File: src/rtl/esu_pkg.sv
package esu_pkg;
    typedef enum logic [1:0] {
        SENSE_OFF   = 2'd0,
        SENSE_PRIME = 2'd1,
        SENSE_ARMED = 2'd2
    } sense_state_e;

    localparam int SUM_W      = 8;
    localparam int GLOBAL_BIT = 7;
endpackage

File: src/rtl/esu_mode_fsm.sv
module esu_mode_fsm
    import esu_pkg::*;
(
    input  logic clk,
    input  logic rst_n,
    input  logic soft_rst_i,
    input  logic enh_mode_i,
    output logic hist_load_o,
    output logic detect_en_o
);
    sense_state_e state_q, state_d;

    always_comb begin
        state_d = state_q;
        if (soft_rst_i) begin
            state_d = SENSE_OFF;                  // restart
        end else begin
            unique case (state_q)
                SENSE_OFF:   if (enh_mode_i) state_d = SENSE_PRIME;  // enter
                SENSE_PRIME: state_d = enh_mode_i ? SENSE_ARMED : SENSE_OFF; // arm / drop
                SENSE_ARMED: if (!enh_mode_i) state_d = SENSE_OFF;   // drop
                default:     state_d = SENSE_OFF;
            endcase
        end
    end

    always_ff @(posedge clk or negedge rst_n) begin
        if (!rst_n) state_q <= SENSE_OFF;
        else        state_q <= state_d;
    end

    // Outputs: history reloads in PRIME and ARMED, detection only when armed
    always_comb begin
        hist_load_o = 1'b0;
        detect_en_o = 1'b0;
        unique case (state_q)
            SENSE_OFF:   ;
            SENSE_PRIME: hist_load_o = 1'b1;
            SENSE_ARMED: begin
                hist_load_o = 1'b1;
                detect_en_o = enh_mode_i;
            end
            default: ;
        endcase
    end
endmodule

File: src/rtl/esu_config_regs.sv
module esu_config_regs #(
    parameter int NCH   = 32,
    parameter int NIB_W = 4,
    localparam int NNIB = NCH / NIB_W
) (
    input  logic            clk,
    input  logic            rst_n,
    input  logic            soft_rst_i,
    input  logic            pol_we_i,
    input  logic [NNIB-1:0] pol_wdata_i,
    input  logic            en_we_i,
    input  logic [NCH-1:0]  en_wdata_i,
    output logic [NCH-1:0]  chan_neg_o,
    output logic [NCH-1:0]  chan_en_o
);
    logic [NNIB-1:0] pol_q;
    logic [NCH-1:0]  en_q;

    // reset leaves all channels disabled and positive
    always_ff @(posedge clk or negedge rst_n) begin
        if (!rst_n) begin
            pol_q <= '0;
            en_q  <= '0;
        end else if (soft_rst_i) begin
            pol_q <= '0;
            en_q  <= '0;
        end else begin
            if (pol_we_i) pol_q <= pol_wdata_i;
            if (en_we_i)  en_q  <= en_wdata_i;
        end
    end

    // one polarity bit fans out to its group of channels
    for (genvar n = 0; n < NNIB; n++) begin : g_nib
        assign chan_neg_o[n*NIB_W +: NIB_W] = {NIB_W{pol_q[n]}};
    end

    assign chan_en_o = en_q;
endmodule

File: src/rtl/esu_edge_detect.sv
module esu_edge_detect #(
    parameter int NCH = 32
) (
    input  logic           clk,
    input  logic           rst_n,
    input  logic [NCH-1:0] din_i,
    input  logic           hist_load_i,
    input  logic           detect_en_i,
    input  logic [NCH-1:0] chan_neg_i,
    input  logic [NCH-1:0] chan_en_i,
    output logic [NCH-1:0] hit_o
);
    logic [NCH-1:0] hist_q;

    always_ff @(posedge clk or negedge rst_n) begin
        if (!rst_n)           hist_q <= '0;
        else if (hist_load_i) hist_q <= din_i;
    end

    logic [NCH-1:0] rise, fall;
    assign rise = din_i & ~hist_q;
    assign fall = ~din_i & hist_q;

    // hit is combinational, so status latches on the sampling edge
    for (genvar i = 0; i < NCH; i++) begin : g_chan
        assign hit_o[i] = detect_en_i & chan_en_i[i] & (chan_neg_i[i] ? fall[i] : rise[i]);
    end
endmodule

File: src/rtl/esu_status_bank.sv
module esu_status_bank
    import esu_pkg::*;
#(
    parameter int NUM_PORTS = 4,
    parameter int PORT_W    = 8,
    localparam int NCH      = NUM_PORTS * PORT_W
) (
    input  logic             clk,
    input  logic             rst_n,
    input  logic             soft_rst_i,
    input  logic [NCH-1:0]   hit_i,
    input  logic             clr_we_i,
    input  logic [NCH-1:0]   clr_wdata_i,
    input  logic             irq_en_i,
    output logic [NCH-1:0]   status_o,
    output logic [SUM_W-1:0] summary_o,
    output logic             irq_n_o
);
    logic [NCH-1:0] status_q;
    logic [NCH-1:0] clr_mask;

    assign clr_mask = clr_we_i ? clr_wdata_i : '0;

    // sticky, R5 clear with event priority
    always_ff @(posedge clk or negedge rst_n) begin
        if (!rst_n)          status_q <= '0;
        else if (soft_rst_i) status_q <= '0;
        else                 status_q <= (status_q & ~clr_mask) | hit_i;
    end

    assign status_o = status_q;

    // one summary bit per port, global flag on top
    logic [SUM_W-1:0] sum_w;
    always_comb begin
        sum_w = '0;
        for (int p = 0; p < NUM_PORTS; p++) begin
            sum_w[p] = |status_q[p*PORT_W +: PORT_W];
        end
        sum_w[GLOBAL_BIT] = |status_q;
    end
    assign summary_o = sum_w;

    // active-low request
    assign irq_n_o = ~(irq_en_i & (|status_q));
endmodule

File: src/rtl/nibble_event_sense.sv
module nibble_event_sense
    import esu_pkg::*;
#(
    parameter int NUM_PORTS = 4,
    parameter int PORT_W    = 8,
    parameter int NIB_W     = 4,
    localparam int NCH      = NUM_PORTS * PORT_W,
    localparam int NNIB     = NCH / NIB_W
) (
    input  logic             clk,
    input  logic             rst_n,
    input  logic             soft_rst_i,
    input  logic             enh_mode_i,
    input  logic [NCH-1:0]   din_i,
    input  logic             pol_we_i,
    input  logic [NNIB-1:0]  pol_wdata_i,
    input  logic             en_we_i,
    input  logic [NCH-1:0]   en_wdata_i,
    input  logic             clr_we_i,
    input  logic [NCH-1:0]   clr_wdata_i,
    input  logic             irq_en_i,
    output logic [NCH-1:0]   evt_status_o,
    output logic [SUM_W-1:0] summary_o,
    output logic             irq_n_o
);
    logic           hist_load, detect_en;
    logic [NCH-1:0] chan_neg, chan_en, hit;

    esu_mode_fsm u_fsm (
        .clk         (clk),
        .rst_n       (rst_n),
        .soft_rst_i  (soft_rst_i),
        .enh_mode_i  (enh_mode_i),
        .hist_load_o (hist_load),
        .detect_en_o (detect_en)
    );

    esu_config_regs #(.NCH(NCH), .NIB_W(NIB_W)) u_cfg (
        .clk         (clk),
        .rst_n       (rst_n),
        .soft_rst_i  (soft_rst_i),
        .pol_we_i    (pol_we_i),
        .pol_wdata_i (pol_wdata_i),
        .en_we_i     (en_we_i),
        .en_wdata_i  (en_wdata_i),
        .chan_neg_o  (chan_neg),
        .chan_en_o   (chan_en)
    );

    esu_edge_detect #(.NCH(NCH)) u_edge (
        .clk         (clk),
        .rst_n       (rst_n),
        .din_i       (din_i),
        .hist_load_i (hist_load),
        .detect_en_i (detect_en),
        .chan_neg_i  (chan_neg),
        .chan_en_i   (chan_en),
        .hit_o       (hit)
    );

    esu_status_bank #(.NUM_PORTS(NUM_PORTS), .PORT_W(PORT_W)) u_stat (
        .clk         (clk),
        .rst_n       (rst_n),
        .soft_rst_i  (soft_rst_i),
        .hit_i       (hit),
        .clr_we_i    (clr_we_i),
        .clr_wdata_i (clr_wdata_i),
        .irq_en_i    (irq_en_i),
        .status_o    (evt_status_o),
        .summary_o   (summary_o),
        .irq_n_o     (irq_n_o)
    );
endmodule

File: config.mk
export PLATFORM = sky130hd
export DESIGN_NAME = nibble_event_sense
export DESIGN_NICKNAME = d
export VERILOG_FILES = /design/src/rtl/esu_pkg.sv /design/src/rtl/esu_mode_fsm.sv /design/src/rtl/esu_config_regs.sv /design/src/rtl/esu_edge_detect.sv /design/src/rtl/esu_status_bank.sv /design/src/rtl/nibble_event_sense.sv
export SDC_FILE = /design/constraint.sdc
export NUM_CORES = 1
export LEC_CHECK = 0
export ABC_AREA = 1
export BUFFER_PORTS_ARGS = -buffer_cell sky130_fd_sc_hd__buf_2
export CAP_MARGIN = 10
export CORE_MARGIN = 3
export CORE_UTILIZATION = 56
export CTS_CLUSTER_DIAMETER = 100
export DETAILED_ROUTE_END_ITERATION = 7
export PLACE_DENSITY = 0.84
export SYNTH_ARGS = -nofsm -noshare
export SYNTH_HDL_FRONTEND = slang
export SYNTH_SLANG_ARGS = --single-unit
File: constraint.sdc
create_clock -name clk -period 3.25 [get_ports clk]
set_clock_uncertainty 0.2 [all_clocks]
set_input_delay 0.1625 -clock clk [delete_from_list [all_inputs] [get_ports clk]]
set_output_delay 0.1625 -clock clk [all_outputs]
set_load 0.02 [all_outputs]
Word level (Yosys, flattened, before mapping)
Index checks and enable logic that the tools add are counted.
{"block": "op_classes", "n_eq_ne": 4, "mux": 45, "bitwise_logic": 73, "n_reduce_logical": 10}
{"op": "$mux 32", "count": 4}
{"op": "$and 32x32->32", "count": 3}
{"op": "$not 32->32", "count": 3}
{"op": "$and 1x1->1", "count": 65}
{"op": "$mux 1", "count": 34}
{"op": "$or 32x32->32", "count": 1}
{"op": "$reduce_or 32->1", "count": 1}
{"op": "$reduce_or 8->1", "count": 4}
{"op": "$mux 8", "count": 2}
{"op": "$mux 2", "count": 4}
{"op": "$ne 3x3->1 const B", "count": 2}
{"op": "$pmux 2 s3", "count": 1}
{"op": "$reduce_bool 2->1", "count": 2}
{"op": "$eq 2x1->1 const B", "count": 1}
{"op": "$eq 2x2->1 const B", "count": 1}
{"op": "$logic_not 2->1", "count": 1}
{"op": "$reduce_and 2->1", "count": 1}
{"op": "$reduce_or 2->1", "count": 1}
{"op": "$not 1->1", "count": 1}
{"block": "word_totals", "regBits": 106, "inputBits": 112}

Longest topological paths before layout
{"block": "logic_depth", "depth_word": 6, "mapped_depth": 7, "ltp_nobuf": 7}

By module
Synthesis repeated with hierarchy kept, for this count alone.
{"block": "hier_totals", "hier_cells": 788, "hier_area_um2": 5647.9}
{"module": "esu_edge_detect", "instances": 1, "cells_per_inst": 395, "area_each_um2": 2296.0, "seq_area_each_um2": 800.8}
{"module": "esu_config_regs", "instances": 1, "cells_per_inst": 199, "area_each_um2": 1781.7, "seq_area_each_um2": 1001.0}
{"module": "esu_status_bank", "instances": 1, "cells_per_inst": 174, "area_each_um2": 1415.1, "seq_area_each_um2": 800.8}
{"module": "esu_mode_fsm", "instances": 1, "cells_per_inst": 20, "area_each_um2": 155.1, "seq_area_each_um2": 50.0}

Worst setup path after synthesis
OpenSTA, ideal clock, no wires.
{"block": "synth_path", "kind": "register to output", "from": "reg u_stat.status_q[1] (netlist: u_stat.status_o[1])", "to": "out irq_n_o", "arrival_ns": 1.327, "required_ns": 2.887, "path_slack_ns": 1.561, "stages_incl_launch_ff": 6, "n_path_buf": 0, "cell_sequence": "dfrtp_1 -> nor2_1 -> nand2_1 -> nor2_1 -> nand2_1 -> o21ai_0"}
{"block": "synth_between", "elab_chain_len": 3}
{"element": "start, declared", "line_no": "esu_status_bank.sv:19", "rtl": "logic [NCH-1:0] status_q;"}
{"element": "start signal, assigned", "line_no": "esu_status_bank.sv:28", "rtl": "else status_q <= (status_q & ~clr_mask) | hit_i;"}
{"element": "$reduce_or 32->1", "line_no": "esu_status_bank.sv:45", "rtl": "assign irq_n_o = ~(irq_en_i & (|status_q));"}
{"element": "$and 1x1->1", "line_no": "esu_status_bank.sv:45"}
{"element": "$not 1->1", "line_no": "esu_status_bank.sv:45"}
{"element": "end, declared", "line_no": "nibble_event_sense.sv:24", "rtl": "output logic irq_n_o"}
Every way passes these cells.

Worst setup path in the final report
{"block": "layout_path", "from": "reg u_fsm.state_q[0]", "to": "reg u_stat.status_q[23] (netlist: u_stat.status_o[23])"}
{"block": "layout_between", "elab_chain_len": 6}
{"element": "start, declared", "line_no": "esu_mode_fsm.sv:11", "rtl": "sense_state_e state_q, state_d;"}
{"element": "start signal, assigned", "line_no": "esu_mode_fsm.sv:29", "rtl": "else state_q <= state_d;"}
{"element": "$eq 2x2->1", "line_no": "esu_mode_fsm.sv:36", "rtl": "unique case (state_q)"}
{"element": "$mux 1", "line_no": "esu_mode_fsm.sv:36"}
{"element": "$and 1x1->1 (2 in a row)", "line_no": "esu_edge_detect.sv:26", "rtl": "assign hit_o[i] = detect_en_i & chan_en_i[i] & (chan_neg_i[i] ? fall[i] : rise[i]);"}
{"element": "$or 32x32->32", "line_no": "esu_status_bank.sv:28"}
{"element": "$mux 32", "line_no": "esu_status_bank.sv:27", "rtl": "else if (soft_rst_i) status_q <= '0;"}
Every way passes these cells.
A chain may end at the register's enable or synchronous reset.

==> key figures <==
Status
  • Status: completed

Final layout
  • Most frequent cells in the layout: 171 x nand2_1, 148 x buf_2, 122 x dlygate4sd3_1
  • Nets: 1032
  • Fill count: 539
  • Sequential cell area: between 0.002 and 0.003 mm²
  • Final Instance Area: about 0.0074 mm²
  • Share of layout cells above drive strength 1: a little under a quarter
  • Area grow syn2layout: 40.79%
  • Multi-input gate area: around 0.0021 mm²
  • Most common library cell in the layout ignoring fill and taps: nand2_1

Setup path
  • Cell family contributing the most delay on the critical path: simple AND/OR/NAND/NOR gates
  • Crit-path max cell delay: approximately 0.56 ns
  • CP Max Fanout: 34
  • Required @ worst endpoint: roughly 3.4 ns
  • Worst Path Arrival: about 2.6 ns
  • FF-to-FF Start: u_fsm.state_q[0]$_DFFE_PN0P_
  • Worst setup SP type: flip-flop
  • CP startpoint: u_fsm.state_q[0]$_DFFE_PN0P_
  • WP buf/inv: 2
  • Crit Path Category: reg2reg
  • CP endpoint kind: flip-flop
  • CP cell instances: inv_1 > ha_1 > nand2_2 > nor2_1 > nand3_1 > a21oi_1 > dlygate4sd3_1
  • Slowest-stage cell, CP: dlygate4sd3_1

Clocking
  • Sink Count: approximately 110
  • Total CTS buffers: 9
  • H-tree level count: 3
  • Post-CTS Setup Repair Bufs: 0
  • CTS Root Cell: clkbuf_8
  • CTS tree: built
  • Post_cts resized: 0
  • Worst-Skew Late Latency: approximately 0.37 ns
  • Hold_buf cts: ~120
  • CTS clk-pin slew, worst paths: approximately 0.11 ns
  • CTS Buffer Depth: 2

STA
  • Final worst-path cycle share: 76.03%
  • Fmax: 404.7 MHz
  • Final min period: about 2.5 ns
  • Least-Margin Pin Slew: 0.9660 ns
  • Max_slew headroom: between 30% and 40%
  • RSZ-0062 raised after global routing: no
  • Final count of hold timing violations: 0
  • Max Slew Vio Count: 0
  • Setup_tns: 0 ns
  • Setup violations, final: 0

Pwr
  • Sw Share: roughly a third
  • P_int: ~2200 µW
  • Peak supply drop: between 200 and 300 µV
  • Psw: 1068 µW
  • Combinational Power Share: 25.2%
  • Pwr Density: ~440 mW/mm²
  • Sequential share of power: 48.6%
  • Leakage power total: between 0.003 and 0.004 µW
  • Clock power frac: between 20% and 30%

Detailed routing
  • First-pass DRT Iterations: 5
  • Avg WL per Cell: 16.44 µm
  • Via count: roughly 5600
  • Vias per cell: around 5.4
  • Initial detailed-routing violation count: between 200 and 250
  • Final WL: between 15000 and 20000 µm
  • Routed Antenna Nets: 0
  • DR DRC count: 0

Run
  • Max-capacitance violation count: 0

Die
  • Initial core utilization: 59.09%
  • Chip Height: about 100 µm
  • IO Count: approximately 150
  • Core area: 0.008934 mm²
  • Die area: 0.01063 mm²
  • Chip width: approximately 100 µm
  • Cell Rows: 34

Yosys
  • Synth Cell Area: around 0.0053 mm²
  • Synthesis Warnings: 0
  • Syn Inst Count: 664
  • Sequential share of the synthesized area: between 50 and 60%
  • Synth Register Bits: between 100 and 150
  • Yosys cell types: 19
  • Mean area per synthesized cell: ~8 µm²

Placement
  • HPWL after detailed placement: between 9000 and 10000 µm
  • IO buf count: roughly 150
  • Placed Area: ~0.0060 mm²
  • Final GP Congestion: about 0.80

Global route
  • Grt ovf: 0
  • Initial antenna violation count: 2
  • Total GRT Usage: 33.16%
  • Vias in the first global route: 5704
  • Largest net degree at the start of global routing: 67
  • First-pass GRT wire length: around 27000 µm

Hold path
  • Hold WC Path Type: in2reg
  • Worst hold path startpoint: soft_rst_i
## area by class of cell
cell class / instances / area share, %
flip-flops and latches: 106 / 35.69
multi-input cells: 447 / 28.67
repair buffers: 273 / 26.87
inverters: 80 / 4.040
clock buffers: 10 / 1.852
well taps: 108 / 1.818
clock inverters: 6 / 0.9933
diodes: 2 / 0.06734
## metal layers
layer	vias to the layer above	global-route usage (%)	part of all wire, %
met2	258	55.50	51
met1	2610	39.66	39
met5	-	0	0
li1	2627	-	-
met4	0	17.13	3.1
met3	56	8.119	6.7
## registers in the layout, summed over array words and instances (netlist names)
signal,flops
u_edge.hist_q,32
u_fsm.state_q,2
u_stat.status_o,32
u_cfg.chan_en_o,32
u_cfg.pol_q,8
## synthesized netlist by cell type, drive strengths merged
cell type / n / area (µm²)
nand3: 73 / 365.4
clkbuf: 9 / 33.78
o21ai: 108 / 683.2
nand2: 172 / 648.1
buf: 24 / 171.4
dfrtp: 106 / 2653
nor2: 52 / 195.2
or2: 2 / 15.02
conb: 1 / 3.750
ha: 3 / 37.54
nand4: 2 / 12.51
inv: 80 / 300.3
a21oi: 32 / 160.2
## power by group through the flow
stage / logic, µW / clock network (µW) / registers, µW
2_1_floorplan: 497 / 0 / 1610
3_3_place_gp: 658 / 0 / 1620
3_5_place_dp: 705 / 0 / 1630
4_1_cts: 811 / 860 / 1600
5_1_grt: 944 / 925 / 1630
6_report: 833 / 864 / 1610
## worst paths after layout
path	slack, ns	depth (start not counted)	end
min in group asynchronous	0.25	2	u_cfg.chan_en_o[17]$_DFFE_PN0P_
min reg2reg	0.33	2	u_cfg.chan_en_o[29]$_DFFE_PN0P_
max	0.78	7	u_stat.status_o[23]$_DFF_PN0_
max reg2reg	0.78	7	u_stat.status_o[23]$_DFF_PN0_
max in group asynchronous	1.86	3	u_edge.hist_q[16]$_DFFE_PN0P_
min	0.16	2	u_stat.status_o[25]$_DFF_PN0_
## logic make-up after synthesis
logic type	count (synthesis)	share of synthesized area, %
simple gates	301	23.42
fa+ha+maj	3	0.7111
buf+inv	113	9.576
compound gates	140	15.98
flops	106	50.25
other cells	1	0.07104
## through the flow
step                      utilization [%]  power [µW]  hold slack [ns]  instances  setup slack (ns)
after floorplan                         -        2106          -0.3331        666             1.561
after global placement              67.10        2277           0.1110        892             1.344
after detailed placement            67.10        2333           0.1264        892             1.220
after CTS                           83.14        3273           0.1490       1030            0.8599
after global routing                83.19        3496           0.1675       1032            0.6159
final                               83.19        3302           0.1613       1032            0.7791
Power figures use the tool's default switching activity.
